[config.mk]
export PLATFORM = sky130hd
export DESIGN_NAME = otc_history
export DESIGN_NICKNAME = d
export VERILOG_FILES = /design/src/rtl/otc_pkg.sv /design/src/rtl/otc_history.sv
export SDC_FILE = /design/constraint.sdc
export NUM_CORES = 1
export LEC_CHECK = 0
export ABC_AREA = 1
export BUFFER_PORTS_ARGS = -buffer_cell sky130_fd_sc_hd__buf_2
export CORE_MARGIN = 4
export CORE_UTILIZATION = 38
export CTS_CLUSTER_DIAMETER = 200
export CTS_CLUSTER_SIZE = 14
export DETAILED_ROUTE_END_ITERATION = 10
export GPL_TIMING_DRIVEN = 0
export SLEW_MARGIN = 20
export SYNTH_ARGS = -nofsm -noshare
export SYNTH_HDL_FRONTEND = slang
export SYNTH_SLANG_ARGS = --single-unit
export TNS_END_PERCENT = 20
[constraint.sdc]
create_clock -name clk -period 4.11 [get_ports clk]
set_input_delay 0.822 -clock clk [delete_from_list [all_inputs] [get_ports clk]]
set_output_delay 0.822 -clock clk [all_outputs]
set_load 0.005 [all_outputs]
[src/rtl/otc_pkg.sv]
package otc_pkg;

    // One-bit type code stored per history entry
    typedef enum logic {
        KIND_WRITE    = 1'b0,
        KIND_DOORBELL = 1'b1
    } txn_kind_e;

    // Requests accepted at one observation point in one cycle
    typedef struct packed {
        logic wr;
        logic db;
    } obs_t;

    // Registered verdict state
    typedef struct packed {
        logic done;
        logic pass;
        logic mismatch;
    } verdict_t;

    // Number of points observed (entry and exit of the link)
    localparam int NUM_POINTS = 2;

    function automatic int idx_width(input int depth);
        return (depth > 1) ? $clog2(depth) : 1;
    endfunction

endpackage

[src/rtl/otc_history.sv]
module otc_history
    import otc_pkg::*;
#(
    parameter int DEPTH = 40,
    parameter int CNT_W = $clog2(DEPTH + 1)
) (
    input  logic             clk,
    input  logic             rst,
    input  logic             clr,
    input  obs_t             obs,
    output logic [DEPTH-1:0] hist_o,
    output logic [CNT_W-1:0] cnt_o,
    output logic             ovf_o
);
    localparam int               IDX_W = idx_width(DEPTH);
    localparam logic [CNT_W-1:0] FULL  = CNT_W'(DEPTH);

    logic [DEPTH-1:0] hist_q, hist_n;
    logic [CNT_W-1:0] cnt_q, cnt_n;
    logic             ovf_q, ovf_n;

    // Write slot is taken first, doorbell slot second
    always_comb begin
        hist_n = hist_q;
        cnt_n  = cnt_q;
        ovf_n  = ovf_q;
        if (obs.wr) begin
            if (cnt_n < FULL) begin
                hist_n[cnt_n[IDX_W-1:0]] = KIND_WRITE;
                cnt_n = cnt_n + 1'b1;
            end else begin
                ovf_n = 1'b1;
            end
        end
        if (obs.db) begin
            if (cnt_n < FULL) begin
                hist_n[cnt_n[IDX_W-1:0]] = KIND_DOORBELL;
                cnt_n = cnt_n + 1'b1;
            end else begin
                ovf_n = 1'b1;
            end
        end
    end

    always_ff @(posedge clk) begin
        if (rst || clr) begin
            hist_q <= '0;
            cnt_q  <= '0;
            ovf_q  <= 1'b0;
        end else begin
            hist_q <= hist_n;
            cnt_q  <= cnt_n;
            ovf_q  <= ovf_n;
        end
    end

    assign hist_o = hist_q;
    assign cnt_o  = cnt_q;
    assign ovf_o  = ovf_q;

endmodule

==> impl_metrics.csv, run 1 <==
group,metric,value,unit
run_status,status,"complete, no violations",
place,gp_congestion,0.9049,
logic_synthesis,postSynthRegisterBits,47,
place,placedInstanceArea,0.002675,mm²
grt,grt-ovfl-total,0,
final_layout,final.fill_count,638,
detailed_routing,vias,2257,
grt,grt_pass1_wl,10.67,mm
logic_synthesis,synthesis.area,0.002331,mm²
logic_synthesis,synth_nets,317,
detailed_routing,antenna_left,0,
setup_path,r2r_cells,11,
setup_path,worstPathArrival,2.26,ns
logic_synthesis,ys_types,32,
final_layout,area_growth_syn_to_layout,19.00,%
setup_path,end_kind,"register",
sta,final.min_clock_period,2.037,ns
place,dpl.hpwl,5.036,mm
final_layout,most-common-layout-cells,"nand2_1 (70), buf_2 (51), dfxtp_1 (47), a21oi_1 (37), o21ai_0 (32)",
setup_path,crit_path_max_fanout,5,
final_layout,final_cells,443,
clock_tree,clk_pin_slew,0.10,ns
power_and_ir_drop,power_leakage,1.125,nW
detailed_routing,drt-initial-drc-count,167,
sta,fin_ws,2.073,ns
clock_tree,clk_latency,0.30,ns
clock_tree,cts.sinks,47,
place,placedCellCount,435,
final_layout,drive_above_1_share,0.2880,
grt,grt_util_all_layers,0.1831,
setup_path,cpPeakStageDelay,0.52,ns
grt,grt_max_degree,16,
final_layout,design_area,0.002774,mm²
die,rows,28,
min_path,hold_path_class,"register to register",
detailed_routing,wl_per_cell,14.91,µm
setup_path,cp_common_cell,"nand2_1",
sta,period_share,0.4955,
clock_tree,post_cts_resized,0,
die,core_area,0.005921,mm²
setup_path,crit_family,"simple AND/OR/NAND/NOR gates",
clock_tree,cts_tree,"built",
sta,slew_violations,0,
die,io_pins,52,
sta,fin_tns_setup,0,ns
place,dp_slack,1.806,ns
sta,worst_pin_slew,0.5983,ns
clock_tree,cts_setup_buffers,0,
detailed_routing,totalWireLength,6.603,mm
setup_path,crit_path_cell_trace,"ha_1, nand2_1, nor2_2, nand3_1, nand2_1, nand2_2, inv_2, nand2_2, nor3_4, nand2_1, a21oi_1",
clock_tree,ctsHtreeMaxLevel,2,
die,die_w,86.32,µm
logic_synthesis,netlist_instances,310,
setup_path,crit_path_start_kind,"register",
clock_tree,root_buffer,"clkbuf_8",
clock_tree,clockBufferDepth,2,
run,maxCapViolCount,0,
sta,max_freq,0.4910,GHz
detailed_routing,viasPerCell,5.095,
sta,max_slew_margin,0.6011,
power_and_ir_drop,power.density,303.7,mW/mm²
setup_path,critPathBufInv,1,
setup_path,cp_num_cells,11,
clock_tree,cts_buffers,5,
logic_synthesis,seq_area_frac_synth,0.4037,
sta,finalHoldWorstSlack,0.4706,ns
final_layout,fin_util,0.4685,
final_layout,final_common_cell,"nand2_1",
sta,setup_violations,0,
sta,fin_skew,0.007782,ns
setup_path,cp_slowest_cell,"dfxtp_1",
die,initial_core_util,0.3937,
setup_path,critPathRequiredTime,4.34,ns
detailed_routing,drt_first_pass_iters,4,
min_path,hold_depth,2,
logic_synthesis,yosysWarningCount,0,
power_and_ir_drop,total_power,0.8425,mW
grt,grt_pass1_vias,2101,
detailed_routing,drc,0,
place,port_buffers,50,
sta,hold_viol,0,
power_and_ir_drop,vdd_drop_max,0.1257,mV
clock_tree,cts_hold_buf,0,
die,die_area,0.007451,mm²
sta,rsz0062_at_grt,"no",
final_layout,final_nets,374,
setup_path,crit_type,"register to register",
die,die_h,86.32,µm
final_layout,n_antenna_cell,0,
logic_synthesis,synth.avg_cell_area,7.519,µm²
grt,antenna_found_initial,0,
## Yosys cell counts
| cell | n | share of area |
|---|---|---|
| o21bai_1 | 1 | 0.0032 |
| nand2_1 | 70 | 0.11 |
| buf_2 | 1 | 0.0021 |
| clkinv_1 | 1 | 0.0016 |
| dfxtp_1 | 47 | 0.40 |
| nand4_1 | 3 | 0.0081 |
| nand3_1 | 16 | 0.034 |
| a21oi_1 | 37 | 0.079 |
| nand2_8 | 1 | 0.0086 |
| o21ai_1 | 1 | 0.0021 |
| nand2_4 | 4 | 0.019 |
| xnor2_4 | 1 | 0.012 |
| nor2_4 | 4 | 0.019 |
| inv_2 | 9 | 0.014 |
| nand2_2 | 7 | 0.019 |
| inv_4 | 1 | 0.0027 |
| inv_1 | 22 | 0.035 |
| nor3_2 | 1 | 0.0043 |
| o21ai_0 | 32 | 0.069 |
| a211oi_2 | 1 | 0.0054 |
| clkbuf_1 | 4 | 0.0064 |
| nand3_2 | 2 | 0.0086 |
| o21ai_4 | 2 | 0.014 |
| a21oi_2 | 6 | 0.023 |
| nor2_8 | 1 | 0.0086 |
| ha_1 | 2 | 0.011 |
| nor3_4 | 2 | 0.014 |
| nor2_2 | 5 | 0.013 |
| nor2_1 | 22 | 0.035 |
| nor3_1 | 2 | 0.0043 |
| a31oi_1 | 1 | 0.0027 |
| a22oi_1 | 1 | 0.0032 |
## where the power goes
part	total [mW]	switching [mW]	internal, mW	leakage, nW
clock network	0.308	0.171	0.138	0.0474
logic	0.0728	0.0526	0.0202	0.699
registers	0.461	0.00348	0.458	0.379
total	0.842	0.227	0.616	1.12
## worst paths after layout
| path | start | to | slack (ns) |
|---|---|---|---|
| max reg2reg | cnt_o[0] | hist_o[29] | 2.07 |
| min reg2reg | hist_o[28] | hist_o[28] | 0.47 |
| min | hist_o[28] | hist_o[28] | 0.47 |
| max | cnt_o[0] | hist_o[29] | 2.07 |
## registers in the layout (all words and copies together) (netlist names)
signal,cells
hist_o,40
cnt_o,6
ovf_o,1
## cells by family (layout without fill, tap and decap cells)
group | after synthesis | after routing | share of synthesized area
and+or+nand+nor | 140 | 140 | 0.3097
AOI/OAI and AO/OA | 82 | 82 | 0.2013
DFF | 47 | 47 | 0.4036
buffers and inverters | 38 | 96 | 0.06280
adders and majority gates | 2 | 2 | 0.01073
xor gates and xnor gates | 1 | 1 | 0.01181
## cell type report
| type | instances | area, µm² | area share |
|---|---|---|---|
| plain buffers | 5 | 20.02 | 0.007217 |
| clock buffers | 6 | 82.58 | 0.02977 |
| clock inverters | 2 | 16.27 | 0.005864 |
| inverters | 33 | 126.4 | 0.04556 |
| multi-input cells | 225 | 1244 | 0.4484 |
| flip-flops and latches | 47 | 940.9 | 0.3392 |
| well taps | 75 | 93.84 | 0.03383 |
| repair buffers | 50 | 250.2 | 0.09021 |
## metal layers
| layer | track usage | part of all wire |
|---|---|---|
| met1 | 0.2609 | 0.48 |
| met2 | 0.2865 | 0.46 |
| met3 | 0.03422 | 0.052 |
| met4 | 0.04391 | 0.0065 |
| met5 | 0 | 0 |
## worst register-to-register path, stage by stage (launching register included)
cell,delay (ns)
dfxtp_1,0.52
ha_1,0.25
nand2_1,0.11
nor2_2,0.12
nand3_1,0.09
nand2_1,0.08
nand2_2,0.13
inv_2,0.12
nand2_2,0.11
nor3_4,0.22
nand2_1,0.08
a21oi_1,0.13
Power figures use the tool's default switching activity.
==> run 2: changes to the inputs <==
Clock period 4.11 ns to 1.97 ns, I/O delays scaled along.
==> run 2 against run 1 <==
Effect of this change:
- sequential share of layout area fell by 0.44 points
- count of clock-buffer cells in the layout is the same
- die area is the same
- critical path type unchanged
- wire length is 0.45% higher
- register-to-register slack got worse by 1.9 ns
- first-iteration DRC count rose by 12%
==> impl_metrics.csv, run 2 (same netlist as run 1, synthesis figures left out) <==
group,metric,value,unit
setup_path,crit_path_start_kind,"register",
detailed_routing,antenna_left,0,
power_and_ir_drop,power_leakage,1.154,nW
die,die_h,86.32,µm
min_path,hold_path_class,"primary input to register",
place,dp_slack,-0.03918,ns
setup_path,worstPathArrival,2.03,ns
grt,grt_util_all_layers,0.1831,
sta,rsz0062_at_grt,"yes",
grt,grt_pass1_vias,2101,
setup_path,rr_endpoint,"cnt_o[3]",
place,dpl.hpwl,5.036,mm
die,die_area,0.007451,mm²
setup_path,rr_startpoint,"cnt_o[0]",
die,die_w,86.32,µm
sta,fin_skew,0.007522,ns
final_layout,largest_reg_flops,40,
final_layout,final.fill_count,629,
final_layout,final_common_cell,"nand2_1",
setup_path,critPathBufInv,0,
setup_path,crit_type,"register to register",
sta,hold_viol,0,
final_layout,final_nets,376,
grt,grt_max_degree,16,
setup_path,crit_start,"cnt_o[0]",
clock_tree,clockBufferDepth,2,
sta,slew_violations,0,
clock_tree,cts.sinks,47,
setup_path,cp_num_cells,12,
clock_tree,cts_buffers,5,
detailed_routing,drt_first_pass_iters,4,
sta,period_share,0.9267,
grt,antenna_found_initial,0,
setup_path,endpoint,"cnt_o[3]",
final_layout,most-common-layout-cells,"nand2_1 (69), buf_2 (51), dfxtp_1 (42), a21oi_1 (34), o21ai_0 (32)",
power_and_ir_drop,power.density,618.5,mW/mm²
setup_path,critPathRequiredTime,2.18,ns
run_status,status,"complete, no violations",
detailed_routing,totalWireLength,6.633,mm
detailed_routing,drt-initial-drc-count,187,
die,initial_core_util,0.3937,
place,port_buffers,50,
sta,max_freq,0.5478,GHz
final_layout,n_antenna_cell,0,
final_layout,drive_above_1_share,0.3189,
setup_path,r2r_cells,12,
clock_tree,clk_latency,0.30,ns
sta,final.min_clock_period,1.826,ns
power_and_ir_drop,total_power,1.754,mW
setup_path,end_kind,"register",
detailed_routing,wl_per_cell,14.91,µm
die,core_area,0.005921,mm²
sta,setup_violations,0,
clock_tree,cts_hold_buf,0,
setup_path,crit_path_cell_trace,"ha_4, nand2_1, nor2_2, nand4_1, nand2_4, nand2_4, nand2_4, nand2_8, nor2_8, nand2_1, nand2_1, nor2_1",
setup_path,crit_family,"simple AND/OR/NAND/NOR gates",
sta,max_slew_margin,0.6127,
detailed_routing,vias,2279,
detailed_routing,viasPerCell,5.121,
die,rows,28,
place,gp_congestion,0.9049,
setup_path,crit_path_max_fanout,8,
power_and_ir_drop,vdd_drop_max,0.2552,mV
clock_tree,ctsHtreeMaxLevel,2,
setup_path,rrSetupSlack,0.14,ns
setup_path,cpPeakStageDelay,0.42,ns
die,io_pins,52,
grt,grt-ovfl-total,0,
sta,fin_ws,0.1445,ns
clock_tree,root_buffer,"clkbuf_8",
setup_path,cp_slowest_cell,"dfxtp_4",
run,maxCapViolCount,0,
detailed_routing,drc,0,
sta,worst_pin_slew,0.5809,ns
clock_tree,clk_pin_slew,0.09,ns
final_layout,area_growth_syn_to_layout,21.69,%
clock_tree,cts_tree,"built",
grt,grt_pass1_wl,10.67,mm
==> run 2: cell count changes in the layout (fill, tap and decap cells not counted), sizes merged <==
cell / before / now
buf: 51 / 53
==> run 2: per-stage QoR <==
stage | TNS (ns) | instances | hold slack, ns | util | instance area (µm²)
after floorplan | 0 | 310 | 0.4599 | - | 2331
after global routing | -0.03021 | 445 | 0.3847 | 0.4791 | 2836
final | 0 | 445 | 0.3730 | 0.4791 | 2836
after CTS | 0 | 443 | 0.3838 | 0.4687 | 2775
after global placement | -0.004130 | 435 | 0.4572 | 0.4518 | 2675
after detailed placement | -0.3785 | 435 | 0.4592 | 0.4518 | 2675
==> run 2: where the power goes <==
part / internal, mW / switching [mW]
clock network: 0.287 / 0.349
registers: 0.955 / 0.00835
logic: 0.0443 / 0.110
total: 1.29 / 0.468
==> run 2: per-layer routing <==
layer,vias up,global-route usage,part of all wire
li1,1140,-,-
met1,1077,0.2609,0.48
met2,56,0.2865,0.46
met3,6,0.03422,0.056
met4,0,0.04391,0.0089
met5,-,0,0
==> run 2: timing repair <==
| action | in CTS | in global routing |
|---|---|---|
| pin swaps | 0 | 6 |
| resized for setup | 1 | 14 |
| setup endpoints to repair | 27 | 39 |
| setup buffers | 0 | 2 |
==> run 2: layout make-up <==
type	count	area, µm²	area share
plain buffers	5	20.02	0.007058
clock buffers	6	82.58	0.02911
clock inverters	2	16.27	0.005734
inverters	33	128.9	0.04543
multi-input cells	225	1280	0.4513
flip-flops and latches	47	949.7	0.3348
well taps	75	93.84	0.03308
repair buffers	52	265.3	0.09352
==> run 2: tightest hold or removal path, cell delays in order <==
cell and delay (ns):
buf_2 0.08, nor2_1 0.07, nand2_1 0.07, nor2_1 0.04
==> run 2: how the worst min path moves through the flow <==
stage	startpoint	to	slack, ns	cells past startpoint
finish	rst	cnt_o[3]	0.37	4
global route	clr	cnt_o[0]	0.38	4
CTS	rst	cnt_o[2]	0.38	4
detailed placement	hist_o[12]	hist_o[12]	0.46	2
global placement	hist_o[12]	hist_o[12]	0.46	2
floorplan	hist_o[4]	hist_o[4]	0.46	2
==> run 3: changes to the inputs <==
Clock period 1.97 ns to 1.9 ns, I/O delays scaled along.
==> run 3 against run 2 <==
Effect of this change:
- final area grew 5.8%
- sequential share of layout area shrank 1.7 points
- fmax grew 0.36%
- register-to-register slack lost 0.06 ns
- highest routed layer unchanged
- hold slack lost 0.019 ns
- core utilization grew 2.8 points
- sequential power grew 3.7%
- largest cell class unchanged
- total power grew 5.2%
- combinational power grew 18%
==> impl_metrics.csv, run 3 (same netlist as run 1, synthesis figures left out) <==
group,metric,value,unit
run_status,status,"complete, no violations",
setup_path,critPathBufInv,0,
min_path,hold_path_class,"primary input to register",
detailed_routing,drc,0,
setup_path,crit_path_cell_trace,"ha_4, nand2_4, nor2_4, nand4_1, nand2_4, nand2_4, nand2_4, nand2_8, nor2_8, nand2_2, a21oi_2",
detailed_routing,antenna_left,0,
clock_tree,cts_tree,"built",
power_and_ir_drop,switching_share,0.2704,
sta,period_share,0.9574,
sta,fin_skew,0.007209,ns
setup_path,rrSetupSlack,0.08,ns
place,dp_slack,-0.1092,ns
run,maxCapViolCount,0,
detailed_routing,drt-initial-drc-count,159,
clock_tree,cts_buffers,5,
final_layout,n_antenna_cell,0,
power_and_ir_drop,power_switching,0.4988,mW
sta,setup_violations,0,
clock_tree,clk_pin_slew,0.10,ns
final_layout,design_area,0.003002,mm²
detailed_routing,totalWireLength,6.858,mm
place,dpl.hpwl,5.036,mm
grt,grt_pass1_vias,2101,
power_and_ir_drop,power.density,614.6,mW/mm²
sta,max_freq,0.5497,GHz
detailed_routing,drt_first_pass_iters,4,
detailed_routing,highest_layer,"met4",
setup_path,crit_family,"simple AND/OR/NAND/NOR gates",
place,gp_congestion,0.9049,
power_and_ir_drop,p_int,1.346,mW
detailed_routing,wl_met3,364,µm
setup_path,worstPathArrival,2.06,ns
grt,grt_max_degree,16,
setup_path,cp_slowest_cell,"dfxtp_4",
setup_path,end_kind,"register",
final_layout,final_common_cell,"nand2_1",
final_layout,largest_reg_flops,40,
final_layout,area_growth_syn_to_layout,28.77,%
die,core_area,0.005921,mm²
sta,max_slew_margin,0.6014,
sta,hold_viol,0,
power_and_ir_drop,power_leakage,1.221,nW
place,port_buffers,50,
sta,fin_ws,0.08096,ns
final_layout,final.fill_count,596,
grt,grt-ovfl-total,0,
final_layout,most-common-layout-cells,"nand2_1 (61), buf_2 (51), dfxtp_1 (41), a21oi_1 (34), o21ai_0 (32)",
clock_tree,ctsHtreeMaxLevel,2,
detailed_routing,vias,2345,
die,die_w,86.32,µm
detailed_routing,wl_per_cell,15.14,µm
setup_path,crit_type,"register to register",
detailed_routing,dr_wl_met2,3.229,mm
setup_path,cpPeakStageDelay,0.42,ns
clock_tree,cts.sinks,47,
grt,grt_util_all_layers,0.1831,
setup_path,critPathRequiredTime,2.14,ns
sta,finalHoldWorstSlack,0.3536,ns
power_and_ir_drop,p_seq_frac,0.541,
die,die_h,86.32,µm
clock_tree,clk_latency,0.30,ns
final_layout,drive_above_1_share,0.3651,
die,die_area,0.007451,mm²
power_and_ir_drop,vdd_drop_max,0.2646,mV
detailed_routing,viasPerCell,5.177,
final_layout,final_nets,384,
setup_path,crit_path_max_fanout,6,
grt,grt_pass1_wl,10.67,mm
power_and_ir_drop,p_comb_frac,0.099,
clock_tree,cts_hold_buf,0,
clock_tree,root_buffer,"clkbuf_8",
place,placedInstanceArea,0.002675,mm²
grt,antenna_found_initial,0,
sta,final.min_clock_period,1.819,ns
setup_path,crit_path_start_kind,"register",
clock_tree,clockBufferDepth,2,
die,io_pins,52,
setup_path,cp_common_cell,"nand2_4",
power_and_ir_drop,total_power,1.845,mW
sta,slew_violations,0,
sta,worst_pin_slew,0.5979,ns
sta,rsz0062_at_grt,"yes",
detailed_routing,drt-met1-wl,3.191,mm
power_and_ir_drop,clkPwrFrac,0.359,
die,initial_core_util,0.3937,
die,rows,28,
## run 3: changes by cell type in the layout (fill, tap and decap cells not counted), sizes merged
cell,before,now
buf,53,61
## run 3: layer usage
metal	track usage	vias up
met1	0.2609	1112
met2	0.2865	69
met3	0.03422	9
met5	0	-
li1	-	1155
met4	0.04391	0
## run 3: area by class of cell
type	instances	area [µm²]	share of cell area
clock inverter	2	16.27	0.005419
tap	75	93.84	0.03126
timing repair buffer	60	354.1	0.1180
sequential	47	953.4	0.3176
buffer	5	20.02	0.006669
multi-input combinational	225	1350	0.4498
clock buffer	6	82.58	0.02751
inverter	33	131.4	0.04377
## run 3: path summary, 6_finish.rpt
check        depth (start not counted)  startpoint          to
max                                 11    cnt_o[0]  hist_o[23]
min                                  4         rst    cnt_o[3]
max reg2reg                         11    cnt_o[0]  hist_o[23]
min reg2reg                          2  hist_o[12]  hist_o[12]
## run 3: tightest hold or removal path: cells and delay by family
kind	cells	cell delay, ns
simple gates	3	0.17
buf+inv	1	0.08
## run 3: power groups by stage
stage | Combinational [mW] | Sequential [mW] | Clock (mW)
detailed placement | 0.157 | 1.02 | 0
CTS | 0.158 | 0.999 | 0.665
finish | 0.183 | 0.999 | 0.663
global placement | 0.155 | 1.02 | 0
floorplan | 0.112 | 1.02 | 0
global route | 0.201 | 1.00 | 0.711
## run 3: through the flow
step	setup TNS [ns]	utilization	cells
6_report	0	0.5070	453
5_1_grt	-0.1149	0.5070	453
4_1_cts	0	0.4698	443
3_5_place_dp	-2.318	0.4518	435
3_3_place_gp	-0.8189	0.4518	435
2_1_floorplan	0	-	310
## run 3: what timing repair did
action,4_1_cts,5_1_grt
endpoints found under the setup margin,37,41
setup buffers,0,10
gates resized for setup,3,34
cloned,0,0
pin swaps,1,17
